**src/rtl/cmd_route_pkg.sv**
```systemverilog
package cmd_route_pkg;

   // persistent source / destination codes
   localparam logic [2:0] PC_CMP = 3'd0;
   localparam logic [2:0] PC_MK1 = 3'd1;
   localparam logic [2:0] PC_MK2 = 3'd2;
   localparam logic [2:0] PC_MEM = 3'd3;

   // override register codes
   localparam logic [2:0] RG_CMP = 3'd0;
   localparam logic [2:0] RG_MK1 = 3'd1;
   localparam logic [2:0] RG_MK2 = 3'd2;
   localparam logic [2:0] RG_CTL = 3'd3;
   localparam logic [2:0] RG_ADR = 3'd4;
   localparam logic [2:0] RG_NXF = 3'd5;
   localparam logic [2:0] RG_PSR = 3'd6;
   localparam logic [2:0] RG_PDR = 3'd7;

   typedef struct packed {
      logic       is_src;
      logic       is_dst;
      logic       is_ovr;
      logic       aflag;
      logic [2:0] sel;
      logic [1:0] mask;
      logic [2:0] valid;
   } dec_t;

   function automatic logic reg_writable(input logic [2:0] code);
      return (code <= RG_ADR);
   endfunction

endpackage

```
**src/rtl/cmd_decode.sv**
```systemverilog
module cmd_decode
   import cmd_route_pkg::*;
#(
   parameter int CMD_W = 16
) (
   input  logic [CMD_W-1:0] word,
   output dec_t             dec
);
   localparam int FLAG_BIT = 11;

   logic top_zero;
   logic grp_src;
   logic grp_dst;
   logic grp_ovr;

   always_comb begin
      top_zero = (word[15:12] == 4'b0000);
      grp_src  = top_zero && (word[10:8] == 3'b000) && (word[7:3] == 5'b0)
                 && (word[2:0] <= PC_MEM);
      grp_dst  = top_zero && (word[10:8] == 3'b001) && (word[5:3] <= PC_MEM);
      grp_ovr  = (word[15:8] == 8'h02) && (word[7:6] == 2'b00) && (word[2:0] == 3'b000);

      dec        = '0;
      dec.is_src = grp_src;
      dec.is_dst = grp_dst;
      dec.is_ovr = grp_ovr;
      dec.aflag  = word[FLAG_BIT] && (grp_src || grp_dst);
      dec.mask   = word[7:6];
      dec.valid  = word[2:0];
      dec.sel    = grp_src ? word[2:0] : word[5:3];
   end

   always_comb begin
      assert (!(dec.is_src && dec.is_dst) && !(dec.is_src && dec.is_ovr) && !(dec.is_dst && dec.is_ovr))
         else $error("p_excl_forms_r10: decoded forms overlap");
   end
endmodule

```
**src/rtl/route_state.sv**
```systemverilog
module route_state
   import cmd_route_pkg::*;
(
   input  logic       clk,
   input  logic       rst_n,
   input  logic       cmd_wr,
   input  logic       cmd_rd,
   input  dec_t       dec,
   output logic       take,
   output logic       addr_cyc,
   output logic [2:0] src_q,
   output logic [2:0] dst_q,
   output logic [1:0] mask_q,
   output logic [2:0] valid_q,
   output logic       ovr_q,
   output logic [2:0] ovr_reg_q,
   output logic       pend_q
);
   logic ovr_used;

   always_comb begin
      take     = cmd_wr && !pend_q && !ovr_q;
      addr_cyc = cmd_wr && pend_q;
      ovr_used = ovr_q && (cmd_rd || (cmd_wr && !pend_q));
   end

   always_ff @(posedge clk or negedge rst_n) begin
      if (!rst_n) begin
         src_q     <= PC_CMP;
         dst_q     <= PC_CMP;
         mask_q    <= 2'd0;
         valid_q   <= 3'd0;
         ovr_q     <= 1'b0;
         ovr_reg_q <= RG_CMP;
         pend_q    <= 1'b0;
      end else begin
         if (addr_cyc)
            pend_q <= 1'b0;
         if (ovr_used)
            ovr_q <= 1'b0;
         if (take) begin
            if (dec.is_src) begin
               src_q  <= dec.sel;
               pend_q <= dec.aflag;
            end
            if (dec.is_dst) begin
               dst_q   <= dec.sel;
               mask_q  <= dec.mask;
               valid_q <= dec.valid;
               pend_q  <= dec.aflag;
            end
            if (dec.is_ovr) begin
               ovr_q     <= 1'b1;
               ovr_reg_q <= dec.sel;
            end
         end
      end
   end

   p_pend_once_r4: assert property (@(posedge clk) disable iff (!rst_n)
      addr_cyc |=> !pend_q);

   p_ovr_oneshot_r5: assert property (@(posedge clk) disable iff (!rst_n)
      ovr_used |=> !ovr_q);

   p_ignore_word_r10: assert property (@(posedge clk) disable iff (!rst_n)
      (take && !dec.is_src && !dec.is_dst && !dec.is_ovr)
      |=> ($stable(src_q) && $stable(dst_q) && $stable(mask_q) && $stable(valid_q) && !pend_q));

   p_no_pend_and_ovr_r4: assert property (@(posedge clk) disable iff (!rst_n)
      !(pend_q && ovr_q));
endmodule

```
**src/rtl/addr_reg.sv**
```systemverilog
module addr_reg #(
   parameter int AW   = 12,
   parameter bit WRAP = 1'b1
) (
   input  logic          clk,
   input  logic          rst_n,
   input  logic          ld,
   input  logic [AW-1:0] ld_val,
   input  logic          step,
   input  logic          down,
   output logic [AW-1:0] addr_q
);
   localparam logic [AW-1:0] TOP = {AW{1'b1}};
   localparam logic [AW-1:0] ONE = AW'(1);

   logic [AW-1:0] stepped;

   generate
      if (WRAP) begin : g_wrap
         always_comb stepped = down ? (addr_q - ONE) : (addr_q + ONE);

         p_wrap_down_r9: assert property (@(posedge clk) disable iff (!rst_n)
            (step && !ld && down && addr_q == '0) |=> (addr_q == TOP));
         p_wrap_up_r9: assert property (@(posedge clk) disable iff (!rst_n)
            (step && !ld && !down && addr_q == TOP) |=> (addr_q == '0));
      end else begin : g_sat
         always_comb begin
            if (down)
               stepped = (addr_q == '0) ? addr_q : (addr_q - ONE);
            else
               stepped = (addr_q == TOP) ? addr_q : (addr_q + ONE);
         end
      end
   endgenerate

   always_ff @(posedge clk or negedge rst_n) begin
      if (!rst_n)
         addr_q <= '0;
      else if (ld)
         addr_q <= ld_val;
      else if (step)
         addr_q <= stepped;
   end

   p_load_r4: assert property (@(posedge clk) disable iff (!rst_n)
      ld |=> (addr_q == $past(ld_val)));

   p_step_mid_r8: assert property (@(posedge clk) disable iff (!rst_n)
      (step && !ld && !down && addr_q != TOP) |=> (addr_q == $past(addr_q) + ONE));

   p_idle_r8: assert property (@(posedge clk) disable iff (!rst_n)
      (!step && !ld) |=> $stable(addr_q));
endmodule

```
**src/rtl/cmd_route_decoder.sv**
```systemverilog
module cmd_route_decoder
   import cmd_route_pkg::*;
#(
   parameter int          CMD_W   = 16,
   parameter int          AW      = 12,
   parameter bit          AR_WRAP = 1'b1,
   parameter bit          ID_EN   = 1'b1,
   parameter logic [11:0] DEV_ID  = 12'hA5C
) (
   input  logic             clk,
   input  logic             rst_n,
   input  logic             cmd_wr,
   input  logic [CMD_W-1:0] cmd_wdata,
   input  logic             cmd_rd,
   input  logic             data_rd,
   input  logic             data_wr,
   input  logic             step_down,
   output logic             cmd_rd_status,
   output logic [2:0]       cmd_rd_sel,
   output logic [11:0]      cmd_rd_id,
   output logic             cmd_reg_wr,
   output logic [2:0]       cmd_reg_sel,
   output logic             instr_take,
   output logic [2:0]       data_rd_sel,
   output logic [2:0]       data_wr_sel,
   output logic [1:0]       wr_mask_sel,
   output logic [2:0]       wr_valid,
   output logic [AW-1:0]    addr,
   output logic             addr_pend,
   output logic             ovr_active
);
   localparam int ID_W = 12;

   generate
      if (CMD_W != 16) begin : g_bad_cmd_w
         $error("cmd_route_decoder: CMD_W must be 16");
      end
      if (AW < 1 || AW > CMD_W) begin : g_bad_aw
         $error("cmd_route_decoder: AW must be 1..CMD_W");
      end
   endgenerate

   dec_t       dec;
   logic       take;
   logic       addr_cyc;
   logic [2:0] ovr_reg;
   logic       ovr_q;
   logic       pend_q;
   logic       ar_ld;
   logic       ar_step;

   cmd_decode #(.CMD_W(CMD_W)) u_dec (
      .word (cmd_wdata),
      .dec  (dec)
   );

   route_state u_state (
      .clk       (clk),
      .rst_n     (rst_n),
      .cmd_wr    (cmd_wr),
      .cmd_rd    (cmd_rd),
      .dec       (dec),
      .take      (take),
      .addr_cyc  (addr_cyc),
      .src_q     (data_rd_sel),
      .dst_q     (data_wr_sel),
      .mask_q    (wr_mask_sel),
      .valid_q   (wr_valid),
      .ovr_q     (ovr_q),
      .ovr_reg_q (ovr_reg),
      .pend_q    (pend_q)
   );

   always_comb begin
      instr_take    = take;
      addr_pend     = pend_q;
      ovr_active    = ovr_q;
      cmd_rd_status = !ovr_q;
      cmd_rd_sel    = ovr_q ? ovr_reg : 3'd0;
      cmd_reg_sel   = ovr_reg;
      cmd_reg_wr    = cmd_wr && ovr_q && !pend_q && reg_writable(ovr_reg);
      ar_ld         = addr_cyc || (cmd_reg_wr && ovr_reg == RG_ADR);
      ar_step       = (data_rd && data_rd_sel == PC_MEM) || (data_wr && data_wr_sel == PC_MEM);
   end

   generate
      if (ID_EN) begin : g_id
         always_comb cmd_rd_id = (ovr_q && ovr_reg == RG_PSR) ? DEV_ID : '0;
      end else begin : g_no_id
         always_comb cmd_rd_id = '0;
      end
   endgenerate

   addr_reg #(.AW(AW), .WRAP(AR_WRAP)) u_ar (
      .clk    (clk),
      .rst_n  (rst_n),
      .ld     (ar_ld),
      .ld_val (cmd_wdata[AW-1:0]),
      .step   (ar_step),
      .down   (step_down),
      .addr_q (addr)
   );

   always_comb begin
      assert (!(cmd_reg_wr && cmd_reg_sel > RG_ADR))
         else $error("p_ro_guard_r6: write strobe on read-only register");
      assert (!(cmd_rd_status && cmd_rd_id != '0))
         else $error("p_id_only_ovr_r7: ID field set on status read");
   end

   p_status_r11: assert property (@(posedge clk) disable iff (!rst_n)
      (cmd_rd && ovr_q && !$isunknown(ID_W)) |=> cmd_rd_status);

   p_take_excl_r6: assert property (@(posedge clk) disable iff (!rst_n)
      !(instr_take && cmd_reg_wr));
endmodule

```
**config.mk**
```make
export PLATFORM = sky130hd
export DESIGN_NAME = cmd_route_decoder
export DESIGN_NICKNAME = d
export VERILOG_FILES = /design/src/rtl/cmd_route_pkg.sv /design/src/rtl/cmd_decode.sv /design/src/rtl/route_state.sv /design/src/rtl/addr_reg.sv /design/src/rtl/cmd_route_decoder.sv
export SDC_FILE = /design/constraint.sdc
export NUM_CORES = 1
export LEC_CHECK = 0
export ABC_CLOCK_PERIOD_IN_PS = 2050
export CORE_MARGIN = 4
export CORE_UTILIZATION = 40
export DETAILED_ROUTE_END_ITERATION = 12
export PLACE_DENSITY = 0.73
export SKIP_LAST_GASP = 1
export SYNTH_ARGS = -nofsm -noshare
export SYNTH_HDL_FRONTEND = slang
export SYNTH_SLANG_ARGS = --single-unit
```
**constraint.sdc**
```tcl
create_clock -name clk -period 2.05 [get_ports clk]
set_input_delay 0.5125 -clock clk [delete_from_list [all_inputs] [get_ports clk]]
set_output_delay 0.5125 -clock clk [all_outputs]
set_load 0.02 [all_outputs]
```
==> results.txt <==
Outcome: finished, violations left
Failing checks: setup timing
Post-route cell area: 0.002953 mm²
Drc violations: 0
Setup TNS: -213.7 ps
Hold_buf cts: 0
Worst Path Required: 2250 ps
Ranking of synthesized cells by area: dfrtp_1 (38%), nand2_1 (8.9%), ha_1 (6.9%), nor2_1 (5.2%), buf_4 (4.5%)
WHS Endpoint: u_state.valid_q[0]
IO Count: 69
Crit path arrival time: 2350 ps
Post-route ant nets: 0
HP Class: register to register
Global-route wire length before repair: 8749 µm
CP Max Fanout: 3
Min Clock Period, post-route: 2153 ps
Fin. max-slew vios: 0
Vias per cell: 5.105
Post-DP Area: 0.002843 mm²
CTS Buffer Depth: 2
Hold Crit Depth: 2
Root buf cell: clkbuf_8
Layout area overhead: 62.20%
Seq cells post-synth: 28
Die Ht: 75.46 µm
CTS Buf Count: 3
FP Rows: 24
Final instance count without filler cells: 381
Post-Syn Instances: 219
Warnings, synthesis: 0
Final Hold Fails: 0
DR WL/cell: 14.13 µm
Vias in the first global route: 1,920
TritonCTS Sinks: 28
Synth Flop Type: dfrtp_1
Share of flip-flops with an asynchronous set or reset: 100.0%
Number of library cell types mapped by synthesis: 37
RD Place Congestion: 0.8405
Hold Path Origin: u_state.valid_q[0]
Largest area contributor in the netlist: dfrtp_1
Sw power: 0.0004893 W
RSZ-0062 raised after global routing: true
R2r startpoint: u_ar.addr_q[3]
Via total after detailed routing: 1,945
Final worst slack: -102.9 ps
Clock power frac: 19.2%
Setup violations, final: 4
Number of synthesized flops with an enable pin: 0
Avg Inst Size Synth: 8.313 µm²
Combinational fraction of design power: 40.8%
DP HPWL: 4359 µm
Clock latency on the worst-skew pair: 280 ps
Crit share post-route: 105.0%
Initial DRC Count: 95
Mapped cell area: 0.001820 mm²
CP Class: register to register
H-tree levels: 1
Worst VDD drop: 0.3389 mV
Pre-CTS WS: -878.3 ps
Crit end category: register
Sw Ratio: 31.58%
Max Fclk: 0.4645 GHz
Gr usage total: 20.06%
CTS tree: yes
Pin count of the biggest net entering global routing: 29
Worst r2r dst: u_ar.addr_q[11]
Clock slew at reported path FFs: 90 ps
Pwr Total: 0.001549 W
Pre-antenna DRT Iters: 4
Final #Nets: 365
Initial core utilization: 41.52%
Sequential share of power: 40.0%
Post-synthesis sequential area ratio: 38.49%
Most common cell after layout, fill and taps aside: buf_4
PortBufs: 62
Power Internal: 0.001060 W
PD cells: 524.7 mW/mm²
Clock skew: 2.715 ps
Lkg Pwr: 1.430 nW
Max cap viols: 0
Most frequent cells in the layout: buf_4 (52), clkdlybuf4s50_1 (50), nand2_1 (41)
Die ar.: 0.005694 mm²
Antenna violations before repair: 0
Die width: 75.46 µm
Total core area: 0.004384 mm²
Top-area cell type share of the netlist area: 38.49%
Routed Wire Length: 5383 µm
FF-to-FF setup slack: -100 ps
Placed cells: 375
Reg2Reg Depth: 8
Grt ovf: 0
Layout cells sized above 1: 27.36%
# diodes: 0
Crit start category: register
metal layers:
| layer | vias to the layer above | routed length (µm) | track usage, % |
|---|---|---|---|
| met5 | - | 0 | 0 |
| met1 | 916 | 2261 | 25.46 |
| li1 | 956 | - | - |
| met3 | 9 | 398 | 4.354 |
| met2 | 64 | 2651 | 34.61 |
| met4 | 0 | 72 | 5.243 |
power groups by stage:
stage | sequential, W | clock [W] | combinational [W]
3_3_place_gp | 0.000628 | 0 | 0.000594
6_report | 0.000619 | 0.000298 | 0.000633
2_1_floorplan | 0.000669 | 0 | 0.000261
4_1_cts | 0.000617 | 0.000310 | 0.000619
3_5_place_dp | 0.000628 | 0 | 0.000607
5_1_grt | 0.000624 | 0.000328 | 0.000696
what timing repair did:
| action | 4_1_cts | 5_1_grt |
|---|---|---|
| endpoints found under the setup margin | 32 | 27 |
| resized for setup | 31 | 25 |
| buffers inserted | 0 | 3 |
| pin swaps | 4 | 9 |
| hold endpoints to repair | 0 | 0 |
synthesized netlist by cell type (4+ instances only):
| cell | count |
|---|---|
| inv_1 | 9 |
| a21oi_1 | 10 |
| a31oi_1 | 10 |
| o21ai_0 | 13 |
| ha_1 | 10 |
| dfrtp_1 | 28 |
| nand2_1 | 43 |
| xnor2_1 | 6 |
| and2_1 | 4 |
| buf_4 | 11 |
| a21o_1 | 4 |
| clkbuf_1 | 4 |
| nor2_1 | 25 |
| mux2_2 | 4 |
worst max path at each step:
stage / end / slack [ps] / cells after the start / start
after floorplan: u_ar.addr_q[11] / -60 / 8 / step_down
after global placement: u_ar.addr_q[11] / -760 / 9 / step_down
after detailed placement: u_ar.addr_q[11] / -880 / 9 / step_down
after CTS: u_ar.addr_q[11] / -150 / 9 / step_down
after global routing: u_ar.addr_q[11] / -230 / 8 / u_ar.addr_q[3]
final: u_ar.addr_q[11] / -100 / 8 / u_ar.addr_q[3]
worst max-delay path, cell delays in order, from the launching register on:
cell and delay (ps):
dfrtp_1 430, ha_4 230, a21o_1 160, a21oi_2 190
a21oi_2 90, o41ai_2 380, xnor2_1 120, or3_1 310
a31oi_1 160
flip-flops by register name (all words and copies together), names as in the netlist:
| register | flops |
|---|---|
| u_ar.addr_q | 12 |
| u_state.dst_q | 3 |
| u_state.mask_q | 2 |
| u_state.ovr_q | 1 |
| u_state.ovr_reg_q | 3 |
| u_state.pend_q | 1 |
| u_state.src_q | 3 |
| u_state.valid_q | 3 |
layout make-up:
type	count	area [µm²]
multi-input combinational	172	1102
fill	369	1431
tap	52	65.06
clock buffer	3	41.29
timing repair buffer	117	1010
inverter	9	33.78
sequential	28	700.7
logic make-up after synthesis:
kind of cell | Yosys count | synth area share, %
AOI/OAI and AO/OA | 47 | 16.08
xor gates and xnor gates | 7 | 3.368
adders and majority gates | 11 | 7.973
buffers and inverters | 24 | 7.216
DFF | 28 | 38.49
muxes | 4 | 2.474
other | 1 | 0.2060
and+or+nand+nor | 97 | 24.19
through the flow:
stage	util (%)	hold slack, ps
2_1_floorplan	-	216.9
3_3_place_gp	64.84	460.9
3_5_place_dp	64.84	460.6
4_1_cts	66.12	489.3
5_1_grt	67.35	506.1
6_report	67.35	487.6
Power figures use the tool's default switching activity.
